$ cat config.mk
export PLATFORM = sky130hd
export DESIGN_NAME = ref_div_path
export DESIGN_NICKNAME = d
export VERILOG_FILES = /design/src/rtl/ref_div_pkg.sv /design/src/rtl/ref_edge_sel.sv /design/src/rtl/ref_ratio_div.sv /design/src/rtl/ref_half_stage.sv /design/src/rtl/ref_div_path.sv
export SDC_FILE = /design/constraint.sdc
export NUM_CORES = 1
export LEC_CHECK = 0
export BUFFER_PORTS_ARGS = -buffer_cell sky130_fd_sc_hd__buf_2
export CAP_MARGIN = 20
export CORE_MARGIN = 2
export CORE_UTILIZATION = 59
export CTS_BUF_LIST = sky130_fd_sc_hd__clkbuf_4
export DETAILED_ROUTE_END_ITERATION = 12
export GPL_TIMING_DRIVEN = 0
export HOLD_SLACK_MARGIN = 0.03
export PLACE_DENSITY = 0.77
export SLEW_MARGIN = 0
export SYNTH_ARGS = -nofsm -noshare
export SYNTH_HDL_FRONTEND = slang
export SYNTH_SLANG_ARGS = --single-unit
$ cat constraint.sdc
create_clock -name clk -period 2.9 [get_ports clk]
set_input_delay 0.145 -clock clk [delete_from_list [all_inputs] [get_ports clk]]
set_output_delay 0.145 -clock clk [all_outputs]
set_load 0.1 [all_outputs]
$ cat src/rtl/ref_div_pkg.sv
package ref_div_pkg;

    typedef enum logic [0:0] {
        DIV_HOLD  = 1'b0,
        DIV_COUNT = 1'b1
    } div_state_t;

    typedef enum logic [0:0] {
        PH_LOW  = 1'b0,
        PH_HIGH = 1'b1
    } half_state_t;

endpackage

$ cat src/rtl/ref_edge_sel.sv
module ref_edge_sel #(
    parameter int SYNC_STAGES = 2
) (
    input  logic clk,
    input  logic rst_n,
    input  logic ref_in,
    input  logic dbl_en,
    output logic edge_q
);

    logic [SYNC_STAGES-1:0] sync_q;
    logic                   prev_q;
    logic                   cur_lvl;
    logic                   fall_seen;
    logic                   rise_seen;

    // synchronizer chain, one flop per stage
    for (genvar g = 0; g < SYNC_STAGES; g++) begin : g_sync
        if (g == 0) begin : g_first
            always_ff @(posedge clk) begin
                if (!rst_n) sync_q[0] <= 1'b0;
                else        sync_q[0] <= ref_in;
            end
        end else begin : g_next
            always_ff @(posedge clk) begin
                if (!rst_n) sync_q[g] <= 1'b0;
                else        sync_q[g] <= sync_q[g-1];
            end
        end
    end

    assign cur_lvl   = sync_q[SYNC_STAGES-1];
    assign fall_seen = prev_q & ~cur_lvl;
    assign rise_seen = ~prev_q & cur_lvl;

    always_ff @(posedge clk) begin
        if (!rst_n) begin
            prev_q <= 1'b0;
            edge_q <= 1'b0;
        end else begin
            prev_q <= cur_lvl;
            edge_q <= dbl_en ? (fall_seen | rise_seen) : fall_seen;
        end
    end

endmodule

$ cat src/rtl/ref_ratio_div.sv
module ref_ratio_div
    import ref_div_pkg::*;
#(
    parameter int RATIO_W = 10
) (
    input  logic               clk,
    input  logic               rst_n,
    input  logic               hold,
    input  logic               edge_i,
    input  logic [RATIO_W-1:0] ratio,
    output logic               div_p
);

    localparam logic [RATIO_W-1:0] ONE = RATIO_W'(1);

    div_state_t         state_q;
    div_state_t         state_d;
    logic [RATIO_W-1:0] cnt_q;
    logic [RATIO_W-1:0] lat_q;
    logic [RATIO_W-1:0] eff_ratio;
    logic               at_term;

    assign eff_ratio = (ratio == '0) ? ONE : ratio;
    assign at_term   = (cnt_q == (lat_q - ONE));

    always_comb begin
        state_d = state_q;
        unique case (state_q)
            DIV_HOLD:  state_d = hold ? DIV_HOLD : DIV_COUNT;
            DIV_COUNT: state_d = hold ? DIV_HOLD : DIV_COUNT;
            default:   state_d = DIV_HOLD;
        endcase
    end

    always_ff @(posedge clk) begin
        if (!rst_n) state_q <= DIV_HOLD;
        else        state_q <= state_d;
    end

    always_ff @(posedge clk) begin
        if (!rst_n) begin
            cnt_q <= '0;
            lat_q <= ONE;
            div_p <= 1'b0;
        end else if (hold || state_q == DIV_HOLD) begin
            cnt_q <= '0;
            lat_q <= eff_ratio;
            div_p <= 1'b0;
        end else begin
            div_p <= edge_i & at_term;
            if (edge_i) begin
                if (at_term) begin
                    cnt_q <= '0;
                    lat_q <= eff_ratio;
                end else begin
                    cnt_q <= cnt_q + ONE;
                end
            end
        end
    end

endmodule

$ cat src/rtl/ref_half_stage.sv
module ref_half_stage
    import ref_div_pkg::*;
(
    input  logic clk,
    input  logic rst_n,
    input  logic hold,
    input  logic half_en,
    input  logic div_i,
    output logic strobe_o,
    output logic half_o
);

    half_state_t ph_q;
    half_state_t ph_d;

    always_comb begin
        ph_d = ph_q;
        if (hold || !half_en) begin
            ph_d = PH_LOW;
        end else begin
            unique case (ph_q)
                PH_LOW:  ph_d = div_i ? PH_HIGH : PH_LOW;
                PH_HIGH: ph_d = div_i ? PH_LOW : PH_HIGH;
                default: ph_d = PH_LOW;
            endcase
        end
    end

    always_ff @(posedge clk) begin
        if (!rst_n) ph_q <= PH_LOW;
        else        ph_q <= ph_d;
    end

    always_ff @(posedge clk) begin
        if (!rst_n) strobe_o <= 1'b0;
        else        strobe_o <= ~hold & div_i & (~half_en | (ph_q == PH_LOW));
    end

    assign half_o = (ph_q == PH_HIGH);

endmodule

$ cat src/rtl/ref_div_path.sv
module ref_div_path #(
    parameter int RATIO_W     = 10,
    parameter int SYNC_STAGES = 2
) (
    input  logic               clk,
    input  logic               rst_n,
    input  logic               ref_in,
    input  logic               dbl_en,
    input  logic               half_en,
    input  logic [RATIO_W-1:0] ratio,
    input  logic               cnt_hold,
    input  logic               pwr_dn,
    output logic               pfd_strobe,
    output logic               pfd_half
);

    logic hold;
    logic edge_act;
    logic div_p;

    assign hold = cnt_hold | pwr_dn;

    ref_edge_sel #(.SYNC_STAGES(SYNC_STAGES)) u_edge (
        .clk    (clk),
        .rst_n  (rst_n),
        .ref_in (ref_in),
        .dbl_en (dbl_en),
        .edge_q (edge_act)
    );

    ref_ratio_div #(.RATIO_W(RATIO_W)) u_div (
        .clk    (clk),
        .rst_n  (rst_n),
        .hold   (hold),
        .edge_i (edge_act),
        .ratio  (ratio),
        .div_p  (div_p)
    );

    ref_half_stage u_half (
        .clk      (clk),
        .rst_n    (rst_n),
        .hold     (hold),
        .half_en  (half_en),
        .div_i    (div_p),
        .strobe_o (pfd_strobe),
        .half_o   (pfd_half)
    );

endmodule

== Word-level counts from Yosys, hierarchy flattened ==
Index checks and enable logic that the tools add are counted.
Word-level totals
  word-level logic and storage cells: 47
  bits in registers: 28
Cells by class
  equal/unequal tests: 1
  bitwise operators: 15
  mux-type cells: 10
  reductions and logical operators: 9
  add/sub/neg operators: 2
Operators with widths (count)
  $mux 10: 5
  $add 10x1->10 const B: 1
  $eq 10x10->1: 1
  $logic_not 10->1: 1
  $sub 10x1->10 const B: 1
  $not 1->1: 7
  $and 1x1->1: 5
  $mux 1: 4
  $reduce_bool 2->1: 2
  $reduce_or 2->1: 2
  $or 1x1->1: 3
  $logic_or 1x1->1: 2
  $pmux 1 s2: 1
  $reduce_and 2->1: 1
  $logic_not 1->1: 1

== Longest topological paths before layout ==
  depth in word-level cells: 5
  mapped depth: 9

== Modules after synthesis ==
From an unflattened synthesis, not the netlist that was laid out.
Unflattened totals
  cells, all modules: 168
  area, all modules: 1475.2 um^2
By module, submodules not included
  ref_ratio_div: instances 1, area an instance 1251.2 um^2, cells each 149
  ref_edge_sel: instances 1, area an instance 146.4 um^2, cells each 12
  ref_half_stage: instances 1, area an instance 71.3 um^2, cells each 6
  ref_div_path: instances 1, area an instance 6.3 um^2, cells each 1

== Worst setup path before layout ==
No wires, ideal clock.
  path kind: register to register
  from: reg u_div.lat_q[0]
  to: reg u_div.lat_q[0]
  period minus slack after synthesis: 2.064 ns
  stages on the path, launching flop included: 10
  path slack: 0.836 ns
  buffers on the path: 1
  library setup time: 0.126 ns
  data required time: 2.774 ns
  arrival: 1.937 ns
  cells stage by stage: dfxtp_1 -> inv_1 -> ha_1 -> nor2b_1 -> or3_1 -> a31oi_1 -> and4_4 -> nor2b_2 -> buf_6 -> mux2i_1
On the way
  longest elaborated chain between the ends: 4
RTL lines
  start, declared: line ref_ratio_div.sv:19  | logic [RATIO_W-1:0] lat_q;
  start signal, assigned: line ref_ratio_div.sv:47  | lat_q <= eff_ratio;
  start signal, assigned: line ref_ratio_div.sv:54  | lat_q <= eff_ratio;
  $sub 10x1->10: line ref_ratio_div.sv:24  | assign at_term = (cnt_q == (lat_q - ONE));
  $eq 10x10->1: line ref_ratio_div.sv:24
  $reduce_bool 2->1 (no source line)
  $reduce_and 2->1 (no source line)
No other way between the ends.
A chain may end at the register's enable or synchronous reset.

== Worst setup path in the final report ==
  from: reg u_div.lat_q[0]
  to: reg u_div.lat_q[1]
The elaborated chain is that of the path after synthesis.

==> impl_results.md <==
- Outcome: finished, final reports clean
- Die area: 2940 um^2
- Port bufs: 18
- Worst Hold Class: in -> reg
- Final setup fails: 0
- DIE HEIGHT: 54.2 um
- Synthesis-to-finish area growth: 14.1%
- Pin count of the biggest net entering global routing: 17
- Final Hold Vio Count: 0
- Pins over their slew limit: 0
- Wire per inst: 13.2 um
- Max-slew headroom: 68.1%
- Vias in the first global route: 1227
- Final worst-path cycle share: 80.0%
- Via count: 1254
- RSZ-0062 raised after global routing: false
- Average cell area after synthesis: 8.71 um^2
- H-tree levels: 1
- Post-synth ARST share: 0%
- Aggregate global routing overflow: 0
- Post-synthesis sequential area ratio: 37.6%
- Critical path launch point type: register
- Crit path max-delay family: simple AND/OR/NAND/NOR gates
- Worst Max-Slew Pin Slew: 0.482 ns
- Worst endpoint required time: 3.17 ns
- Reg clk slew, reported paths: 0.15 ns
- Most frequent cells in the layout: nand2_1 (29), dfxtp_1 (28), buf_2 (18), mux2i_1 (11)
- Largest regs: u_div.cnt_q x10, u_div.lat_q x10
- CORE AREA: 2430 um^2
- Syn Nets: 191
- Layout cell share with drive strength beyond 1: 18.9%
- Ys flop type: dfxtp_1
- Commonest non-fill, non-tap cell in the layout: nand2_1
- Total number of yosys warnings: 0
- Post-DP HPWL: 2240 um
- Clk buf depth: 2
- Setup TNS: 0 ns
- Post-DP Area: 1620 um^2
- Yosys cell types: 40
- First-pass GRT wire length: 5290 um
- Via-per-instance ratio: 5.55
- TritonCTS clock tree: done
- Site Rows: 18
- Max rail drop VDD: 0.416 mV
- Final antenna diode count: 0
- Power density cells: 444 nW/um^2
- EDFF count, synth: 0
- Post-CTS Setup Bufs: 0
- Final instance area: 1700 um^2
- Critical Path Fanout Max: 10
- Post-Syn Area: 1490 um^2
- Clock Skews: 0.00590 ns
- Clock sink count: 28
- Root buffer cell: clkbuf_4
- Final WS setup: 0.579 ns
- Worst slack, placed: 0.618 ns
- CTS hold repair buffers: 3
- Clock latency on the worst-skew pair: 0.33 ns
- Highest Clock Rate: 431 MHz
- Worst setup EP type: register
- Routability cong.: 0.771
- Finished Layout Cells: 226
- Max cap viols: 0
- Cell taking the most area after synthesis: dfxtp_1
- Routed Antenna Nets: 0
- Global-route total usage across every layer: 24.4%
- Min cycle time layout: 2.32 ns
- Largest cells by area after synthesis: dfxtp_1 (38%), mux2i_1 (7.4%), nand2_1 (7.3%)
- Width of the chip: 54.2 um
- Setup CP Type: reg -> reg
- Post-CTS sizing: 0
- Final net count: 217
- Post-synth top area share: 37.6%
- Seq cells post-synth: 28
- Largest stage delay, worst path: 0.48 ns
- Boundary Pins: 19
- Placed cell count: 219
- Pleak: 0.654 nW
- Slowest cell on the critical path: dfxtp_1
- Residual DRC: 0
- Crit path buf inv count: 2
- DR pass1 iterations: 4
- Critical path arrival: 2.59 ns
- Initial antenna violation count: 0
- Crit path cell chain: inv_1, ha_1, nor2b_1, or3_1, a31oi_1, and4_4, nor2b_2, buf_6, mux2i_1
- DRT iter0 DRCs: 13
- Synth Instances: 171
- DRT Wirelength: 2980 um
- Fill count: 199
- Initial Utilization: 61.2%
- Cts bufs inserted: 3
synth_stat cells, drive strengths merged (4+ instances only):
library cell	count
and3	5
a21oi	5
nor3	8
xnor2	8
nand4	4
dfxtp	28
nand3	4
xor2	8
nor2	13
inv	7
nand2	29
mux2i	11
through the flow:
| step | hold WS (ns) | utilization (%) | total power, mW |
|---|---|---|---|
| after detailed placement | 0.362 | 66.5 | 0.497 |
| after floorplan | 0.237 | - | 0.470 |
| after global placement | 0.348 | 66.5 | 0.492 |
| after global routing | 0.0340 | 69.9 | 0.785 |
| final | 0.0399 | 69.9 | 0.754 |
| after CTS | 0.0371 | 69.9 | 0.754 |
worst min-delay path, stage by stage:
cell and delay [ns]:
buf_2 0.10, nand2_1 0.05, mux2i_1 0.05
layout make-up:
class / instances / area, um^2 / area share [%]
Multi-Input combinational cell: 132 / 872 / 51.3
Inverter: 7 / 26.3 / 1.55
Tap cell: 30 / 37.5 / 2.21
Timing Repair Buffer: 21 / 120 / 7.07
Clock inverter: 1 / 30.0 / 1.77
Buffer: 4 / 30.0 / 1.77
Sequential cell: 28 / 561 / 33.0
Clock buffer: 3 / 22.5 / 1.33
kinds of logic (layout without fill, tap and decap cells):
family | count (synthesis) | in the layout | share of synthesized area, %
buffers and inverters | 11 | 36 | 3.78
AO/OA/AOI/OAI | 19 | 19 | 8.66
flip-flops | 28 | 28 | 37.6
multiplexers | 11 | 11 | 7.40
XOR/XNOR | 16 | 16 | 9.41
AND/OR/NAND/NOR | 83 | 83 | 30.6
adder cells (fa/ha/maj) | 3 | 3 | 2.52
metal layers:
metal	share of wire, %	GRT usage [%]	vias up
li1	-	-	649
met1	49	32.9	577
met2	47	40.2	22
met3	2.5	2.46	6
met4	1.4	9.17	0
met5	0	0	-
where the power goes:
| part | switching (mW) | internal, mW |
|---|---|---|
| combinational | 0.0426 | 0.0404 |
| clock | 0.121 | 0.140 |
| sequential | 0.0144 | 0.396 |
final timing paths:
check                           slack [ns]  cells after the start           start             end
worst max register to register        0.58                      9  u_div.lat_q[0]  u_div.lat_q[1]
worst max-delay path                  0.58                      9  u_div.lat_q[0]  u_div.lat_q[1]
worst min-delay path                  0.04                      3        ratio[6]  u_div.lat_q[6]
worst min register to register        0.45                      2  u_edge.cur_lvl   u_edge.prev_q
(Power assumes the default switching activity.)
